==> config.mk <==
export PLATFORM = sky130hd
export DESIGN_NAME = addon_fifo_port
export DESIGN_NICKNAME = d
export VERILOG_FILES = /design/src/rtl/addon_fifo_pkg.sv /design/src/rtl/addon_sync_fifo.sv /design/src/rtl/addon_wr_packer.sv /design/src/rtl/addon_rd_unpacker.sv /design/src/rtl/addon_fifo_port.sv
export SDC_FILE = /design/constraint.sdc
export NUM_CORES = 1
export LEC_CHECK = 0
export BUFFER_PORTS_ARGS = -buffer_cell sky130_fd_sc_hd__buf_2
export CAP_MARGIN = 40
export CORE_AREA = 10 10 214 216
export CTS_BUF_LIST = sky130_fd_sc_hd__clkbuf_8
export CTS_CLUSTER_DIAMETER = 200
export DETAILED_ROUTE_END_ITERATION = 12
export DIE_AREA = 0 0 224 226
export PLACE_DENSITY = 0.73
export SLEW_MARGIN = 5
export SYNTH_ARGS = -nofsm -noshare
export SYNTH_HDL_FRONTEND = slang
export SYNTH_HIERARCHICAL = 1
export SYNTH_SLANG_ARGS = --single-unit
==> constraint.sdc <==
create_clock -name clk -period 10.8 [get_ports clk]
set_input_delay 1.08 -clock clk [delete_from_list [all_inputs] [get_ports clk]]
set_output_delay 1.08 -clock clk [all_outputs]
set_load 0.01 [all_outputs]
==> src/rtl/addon_fifo_pkg.sv <==
// Shared constants for the add-on FIFO port.
// Assumes the FIFO location decode value is fixed by the add-on register map.
package addon_fifo_pkg;
    localparam int unsigned DATA_W   = 32;
    localparam int unsigned HALF_W   = DATA_W / 2;
    localparam int unsigned ADDR_W   = 5;
    localparam logic [ADDR_W-1:0] FIFO_LOC = 5'b01000;
    typedef logic [DATA_W-1:0] word_t;
endpackage

==> src/rtl/addon_sync_fifo.sv <==
// Synchronous FIFO with registered full/empty flags.
// Pushes when full and pops when empty are ignored; the caller flags errors.
// Assumes DEPTH is a power of two.
module addon_sync_fifo #(
    parameter int unsigned WIDTH = 32,
    parameter int unsigned DEPTH = 8
) (
    input  logic             clk,
    input  logic             rst_n,
    input  logic             push,
    input  logic [WIDTH-1:0] wdata,
    input  logic             pop,
    output logic [WIDTH-1:0] head,
    output logic             full,
    output logic             empty
);
    localparam int unsigned AW = $clog2(DEPTH);
    localparam int unsigned CW = AW + 1;

    logic [WIDTH-1:0] mem [DEPTH];
    logic [AW-1:0]    wptr, rptr;
    logic [CW-1:0]    count, count_nxt;
    logic             do_push, do_pop;

    assign do_push = push && !full;
    assign do_pop  = pop && !empty;
    assign head    = mem[rptr];

    // Next occupancy from accepted push and pop.
    always_comb begin
        count_nxt = count;
        if (do_push && !do_pop) count_nxt = count + CW'(1);
        if (do_pop && !do_push) count_nxt = count - CW'(1);
    end

    // Pointers, occupancy and registered flags.
    always_ff @(posedge clk) begin
        if (!rst_n) begin
            wptr  <= '0;
            rptr  <= '0;
            count <= '0;
            full  <= 1'b0;
            empty <= 1'b1;
        end else begin
            if (do_push) wptr <= wptr + AW'(1);
            if (do_pop)  rptr <= rptr + AW'(1);
            count <= count_nxt;
            full  <= (count_nxt == CW'(DEPTH));
            empty <= (count_nxt == '0);
        end
    end

    // Storage write.
    always_ff @(posedge clk) begin
        if (do_push) mem[wptr] <= wdata;
    end
endmodule

==> src/rtl/addon_wr_packer.sv <==
// Turns add-on writes into FIFO pushes; in narrow mode joins two half-words,
// low half first. Assumes the width mode does not change mid-pair.
module addon_wr_packer
    import addon_fifo_pkg::*;
(
    input  logic  clk,
    input  logic  rst_n,
    input  logic  wide,
    input  logic  req,
    input  logic  room,
    input  word_t din,
    output logic  push,
    output word_t pdata
);
    logic              have_lo;
    logic [HALF_W-1:0] lo_q;
    logic              take;

    assign take = req && room;

    // Push selection and packed data.
    always_comb begin
        if (wide) begin
            push  = take;
            pdata = din;
        end else begin
            push  = take && have_lo;
            pdata = {din[HALF_W-1:0], lo_q};
        end
    end

    // Half-word staging register.
    always_ff @(posedge clk) begin
        if (!rst_n) begin
            have_lo <= 1'b0;
            lo_q    <= '0;
        end else if (take && !wide) begin
            if (!have_lo) lo_q <= din[HALF_W-1:0];
            have_lo <= !have_lo;
        end
    end
endmodule

==> src/rtl/addon_rd_unpacker.sv <==
// Presents FIFO head to the add-on; in narrow mode hands out low half,
// then high half, popping after the high half. Assumes static width mode.
module addon_rd_unpacker
    import addon_fifo_pkg::*;
(
    input  logic  clk,
    input  logic  rst_n,
    input  logic  wide,
    input  logic  req,
    input  logic  avail,
    input  word_t head,
    output logic  pop,
    output word_t dout
);
    logic hi_sel;
    logic take;

    assign take = req && avail;

    // Pop and output lane selection.
    always_comb begin
        if (wide) begin
            pop  = take;
            dout = head;
        end else begin
            pop  = take && hi_sel;
            dout = {{HALF_W{1'b0}},
                    hi_sel ? head[DATA_W-1:HALF_W] : head[HALF_W-1:0]};
        end
    end

    // Half select toggles on each narrow read.
    always_ff @(posedge clk) begin
        if (!rst_n)             hi_sel <= 1'b0;
        else if (take && !wide) hi_sel <= !hi_sel;
    end
endmodule

==> src/rtl/addon_fifo_port.sv <==
// Add-on access port to an outbound and an inbound FIFO.
// Decoded or direct-strobe access; direct strobes win. Flags registered.
// Assumes wide_mode is stable while a half-word pair is in progress.
module addon_fifo_port
    import addon_fifo_pkg::*;
#(
    parameter int unsigned DEPTH = 8
) (
    input  logic              clk,
    input  logic              rst_n,
    input  logic              wide_mode,
    input  logic              sel_n,
    input  logic [ADDR_W-1:0] addr,
    input  logic              wr_n,
    input  logic              rd_n,
    input  logic              dwr_n,
    input  logic              drd_n,
    input  logic [DATA_W-1:0] din,
    output logic [DATA_W-1:0] dout,
    output logic              wr_full,
    output logic              rd_empty,
    output logic              access_err,
    input  logic              h_push,
    input  logic [DATA_W-1:0] h_wdata,
    output logic              h_h2a_full,
    input  logic              h_pop,
    output logic [DATA_W-1:0] h_rdata,
    output logic              h_a2h_empty
);
    logic  dec_hit, direct_any, wr_req, rd_req;
    logic  a2h_push, h2a_pop;
    word_t a2h_wdata, h2a_head;

    // Access decode with direct-strobe priority.
    always_comb begin
        dec_hit    = !sel_n && (addr == FIFO_LOC);
        direct_any = !dwr_n || !drd_n;
        wr_req     = !dwr_n || (!direct_any && dec_hit && !wr_n);
        rd_req     = !drd_n || (!direct_any && dec_hit && !rd_n);
    end

    // Sticky overflow/underflow error.
    always_ff @(posedge clk) begin
        if (!rst_n) access_err <= 1'b0;
        else if ((wr_req && wr_full) || (rd_req && rd_empty)) access_err <= 1'b1;
    end

    addon_wr_packer u_pack (
        .clk   (clk),
        .rst_n (rst_n),
        .wide  (wide_mode),
        .req   (wr_req),
        .room  (!wr_full),
        .din   (din),
        .push  (a2h_push),
        .pdata (a2h_wdata)
    );

    addon_sync_fifo #(.WIDTH(DATA_W), .DEPTH(DEPTH)) u_a2h (
        .clk   (clk),
        .rst_n (rst_n),
        .push  (a2h_push),
        .wdata (a2h_wdata),
        .pop   (h_pop),
        .head  (h_rdata),
        .full  (wr_full),
        .empty (h_a2h_empty)
    );

    addon_sync_fifo #(.WIDTH(DATA_W), .DEPTH(DEPTH)) u_h2a (
        .clk   (clk),
        .rst_n (rst_n),
        .push  (h_push),
        .wdata (h_wdata),
        .pop   (h2a_pop),
        .head  (h2a_head),
        .full  (h_h2a_full),
        .empty (rd_empty)
    );

    addon_rd_unpacker u_unpack (
        .clk   (clk),
        .rst_n (rst_n),
        .wide  (wide_mode),
        .req   (rd_req),
        .avail (!rd_empty),
        .head  (h2a_head),
        .pop   (h2a_pop),
        .dout  (dout)
    );
endmodule

==> impl_metrics.json <==
{
  "r2r_slack_ns": 8.70,
  "fp.dieW_um": 224,
  "fillCellCount": 2868,
  "seqCellArea_mm2": 0.01637,
  "finalCriticalPeriod_ns": 4.442,
  "ant_nets": 0,
  "path_buf_inv": 2,
  "yosysMostFrequentCell": "edfxtp_1",
  "drive_gt1_frac": 0.3501,
  "reg2reg_to": "u_a2h/mem[4][25]",
  "ys_seq_elements": 561,
  "io_buffers": 147,
  "slew_violations": 0,
  "cts.sinks": 561,
  "post-route-drc-count": 0,
  "worstPathMaxFanout": 38,
  "crit_path_end": "dout[6]",
  "dieArea_mm2": 0.05062,
  "clkLatencyLatePin_ns": 0.64,
  "finalSetupTns_ns": 0,
  "vias": 10990,
  "clock_path_buffers": 3,
  "drtIter0Drc": 825,
  "fp.dieH_um": 226,
  "io_pins": 148,
  "status": "finished clean",
  "synth_edf_count": 512,
  "hold_viol_final": 0,
  "synthArstFlopShare": 0,
  "worstPathCellList": "buf_4 -> mux4_1 -> mux2_2 -> mux2_4 -> buf_2",
  "cts_tree": "yes",
  "setup_violations": 0,
  "netlist.area_leader.share": 0.6796,
  "wirelength_mm": 45.12,
  "synth_area_per_cell_um2": 21.18,
  "syn_to_final_growth_pct": 13.31,
  "root_buffer": "clkbuf_8",
  "cpPeakStageDelay_ns": 0.66,
  "synth_top_area_cell": "edfxtp_1",
  "dp_hpwl_mm": 26.15,
  "synth_flop_cell": "edfxtp_1",
  "first_global_vias": 11740,
  "period_share": 0.4113,
  "finalPower_mw": 4.609,
  "grt.overflow.total": 0,
  "yosysWarnings": 6,
  "synth_seq_area_share": 0.7230,
  "grt_max_degree": 68,
  "path_clk_slew_ns": 0.06,
  "cpLargestDelayFamily": "multiplexers",
  "fin_worst_skew_ns": 0.03828,
  "antenna_found_initial": 11,
  "required_ns": 9.72,
  "grtUsageTotal": 0.1792,
  "drv_cap": 0,
  "critical_path_depth": 5,
  "gp_congestion": 0.7465,
  "synth_cells": 1068,
  "p_leak_nw": 8.762,
  "worst_setup_path_start_kind": "flop",
  "worst_pin_slew_ns": 0.7627,
  "synth_area_leaders": "edfxtp_1 (68%), mux4_1 (9.3%), mux2_2 (5.1%), mux4_2 (4.8%), dfxtp_1 (4.3%)",
  "final_core_util": 0.6166,
  "cts_resized": 0,
  "ir_drop_mv": 0.1234,
  "r2r-start": "u_a2h/full",
  "crit_type": "flop to output port",
  "wl_per_cell_um": 23.81,
  "slew_headroom": 0.4916,
  "netlist-cell-type-count": 42,
  "grt_pass1_wl_mm": 68.83,
  "fp-row-count": 75,
  "finish.instance_area_mm2": 0.02563,
  "synth_common_cells": "edfxtp_1 (512), mux2_2 (102), mux4_1 (80), nand2_1 (52), dfxtp_1 (49)",
  "critical_path_arrival_ns": 3.36,
  "viasPerCell": 5.798,
  "htree_levels": 3,
  "placed_area_mm2": 0.02406,
  "max_freq_ghz": 0.2251,
  "fin_hold_ws_ns": 0.4572,
  "cts_made_buffers": 87,
  "multi_input_area_mm2": 0.005944,
  "power_density_mw_per_mm2": 179.8,
  "r2r_cells": 6,
  "cp_slowest_cell": "dfxtp_4",
  "synth_area_mm2": 0.02262,
  "cp-end-kind": "output port",
  "core_mm2": 0.04157,
  "rsz0062_at_grt": "no",
  "holdCritPathClass": "flop to flop",
  "hold_buffers": 0,
  "cts_setup_buffers": 0,
  "final_nets": 1368,
  "dr.pass1.iters": 5,
  "syn_nets": 1155,
  "start_util": 0.5442
}
[cells in the final DEF, fill, tap and decap left out, types with 3 or more instances in the layout]
master,netlist,final
a21boi_0,5,5
and2_1,32,32
and2_2,4,4
buf_2,18,147
buf_4,0,25
clkbuf_8,0,92
clkinv_1,0,20
clkinv_2,0,7
clkinvlp_4,0,3
dfxtp_1,49,44
dfxtp_2,0,3
diode_2,0,5
edfxtp_1,512,512
ha_1,8,8
inv_1,10,44
mux2_2,102,102
mux2_4,10,10
mux2i_1,18,18
mux4_1,80,80
mux4_2,48,48
nand2_1,52,52
nand2b_1,11,11
nor2_1,13,7
nor2_4,2,8
nor3_2,0,8
o31ai_1,4,4
xnor2_1,12,12
[worst min path at each step]
stage                                from               to  cells after the start
after floorplan            u_pack/lo_q[0]   u_pack/lo_q[0]                      2
after global routing      u_pack/lo_q[15]  u_pack/lo_q[15]                      2
after global placement    u_pack/lo_q[13]  u_pack/lo_q[13]                      2
after CTS                 u_pack/lo_q[11]  u_pack/lo_q[11]                      2
final                     u_pack/lo_q[11]  u_pack/lo_q[11]                      2
after detailed placement  u_pack/lo_q[11]  u_pack/lo_q[11]                      2
[state kept, by name (all words and copies together), names as in the netlist, named ones only]
signal           cells
access_err           1
u_a2h/count          4
u_a2h/empty          1
u_a2h/full           1
u_a2h/mem          256
u_a2h/rptr           3
u_a2h/wptr           3
u_h2a/count          4
u_h2a/empty          1
u_h2a/full           1
u_h2a/mem          256
u_h2a/rptr           3
u_h2a/wptr           3
u_pack/have_lo       1
u_pack/lo_q         16
u_unpack/hi_sel      1
[worst reg2reg max path: stages, from the launching register on]
cell and delay, ns:
dfxtp_1 0.35, inv_1 0.10, o211a_1 0.17, and2b_2 0.22, nand2_1 0.22, nor3_2 0.16, buf_4 0.51
[where the power goes]
part | internal [mW] | total (mW) | switching, mW
combinational | 0.259 | 0.530 | 0.272
clock | 0.791 | 1.58 | 0.791
sequential | 2.46 | 2.50 | 0.0395
total | 3.51 | 4.61 | 1.10
[cells by family after synthesis]
logic type      share of synthesized area
mux                                0.2061
buf+inv                           0.01853
fa+ha+maj                        0.004425
flops                              0.7230
xor+xnor                         0.005420
compound gates                   0.008739
simple gates                      0.03379
[area by class of cell]
type | instances | area share
Antenna cell | 5 | 0.0004881
Tap cell | 539 | 0.02631
Multi-Input combinational cell | 444 | 0.2319
Sequential cell | 561 | 0.6385
Timing Repair Buffer | 177 | 0.04032
Inverter | 10 | 0.001464
Clock buffer | 92 | 0.04940
Clock inverter | 67 | 0.01157
[through the flow]
step,cells,setup slack [ns]
2_1_floorplan,1068,5.278
3_3_place_gp,1726,6.481
3_5_place_dp,1731,6.856
4_1_cts,1890,6.252
5_1_grt,1892,6.139
6_report,1895,6.358
[routing by layer]
layer	share of wire	vias to the layer above	global-route usage	wire length, um
met1	0.41	5617	0.2320	18520
met3	0.083	80	0.05422	3748
met5	0.0018	-	0	83
met4	0.019	14	0.05573	873
li1	-	4871	-	-
met2	0.49	406	0.2876	21890
Note: power is estimated with default switching activity, not from simulation.
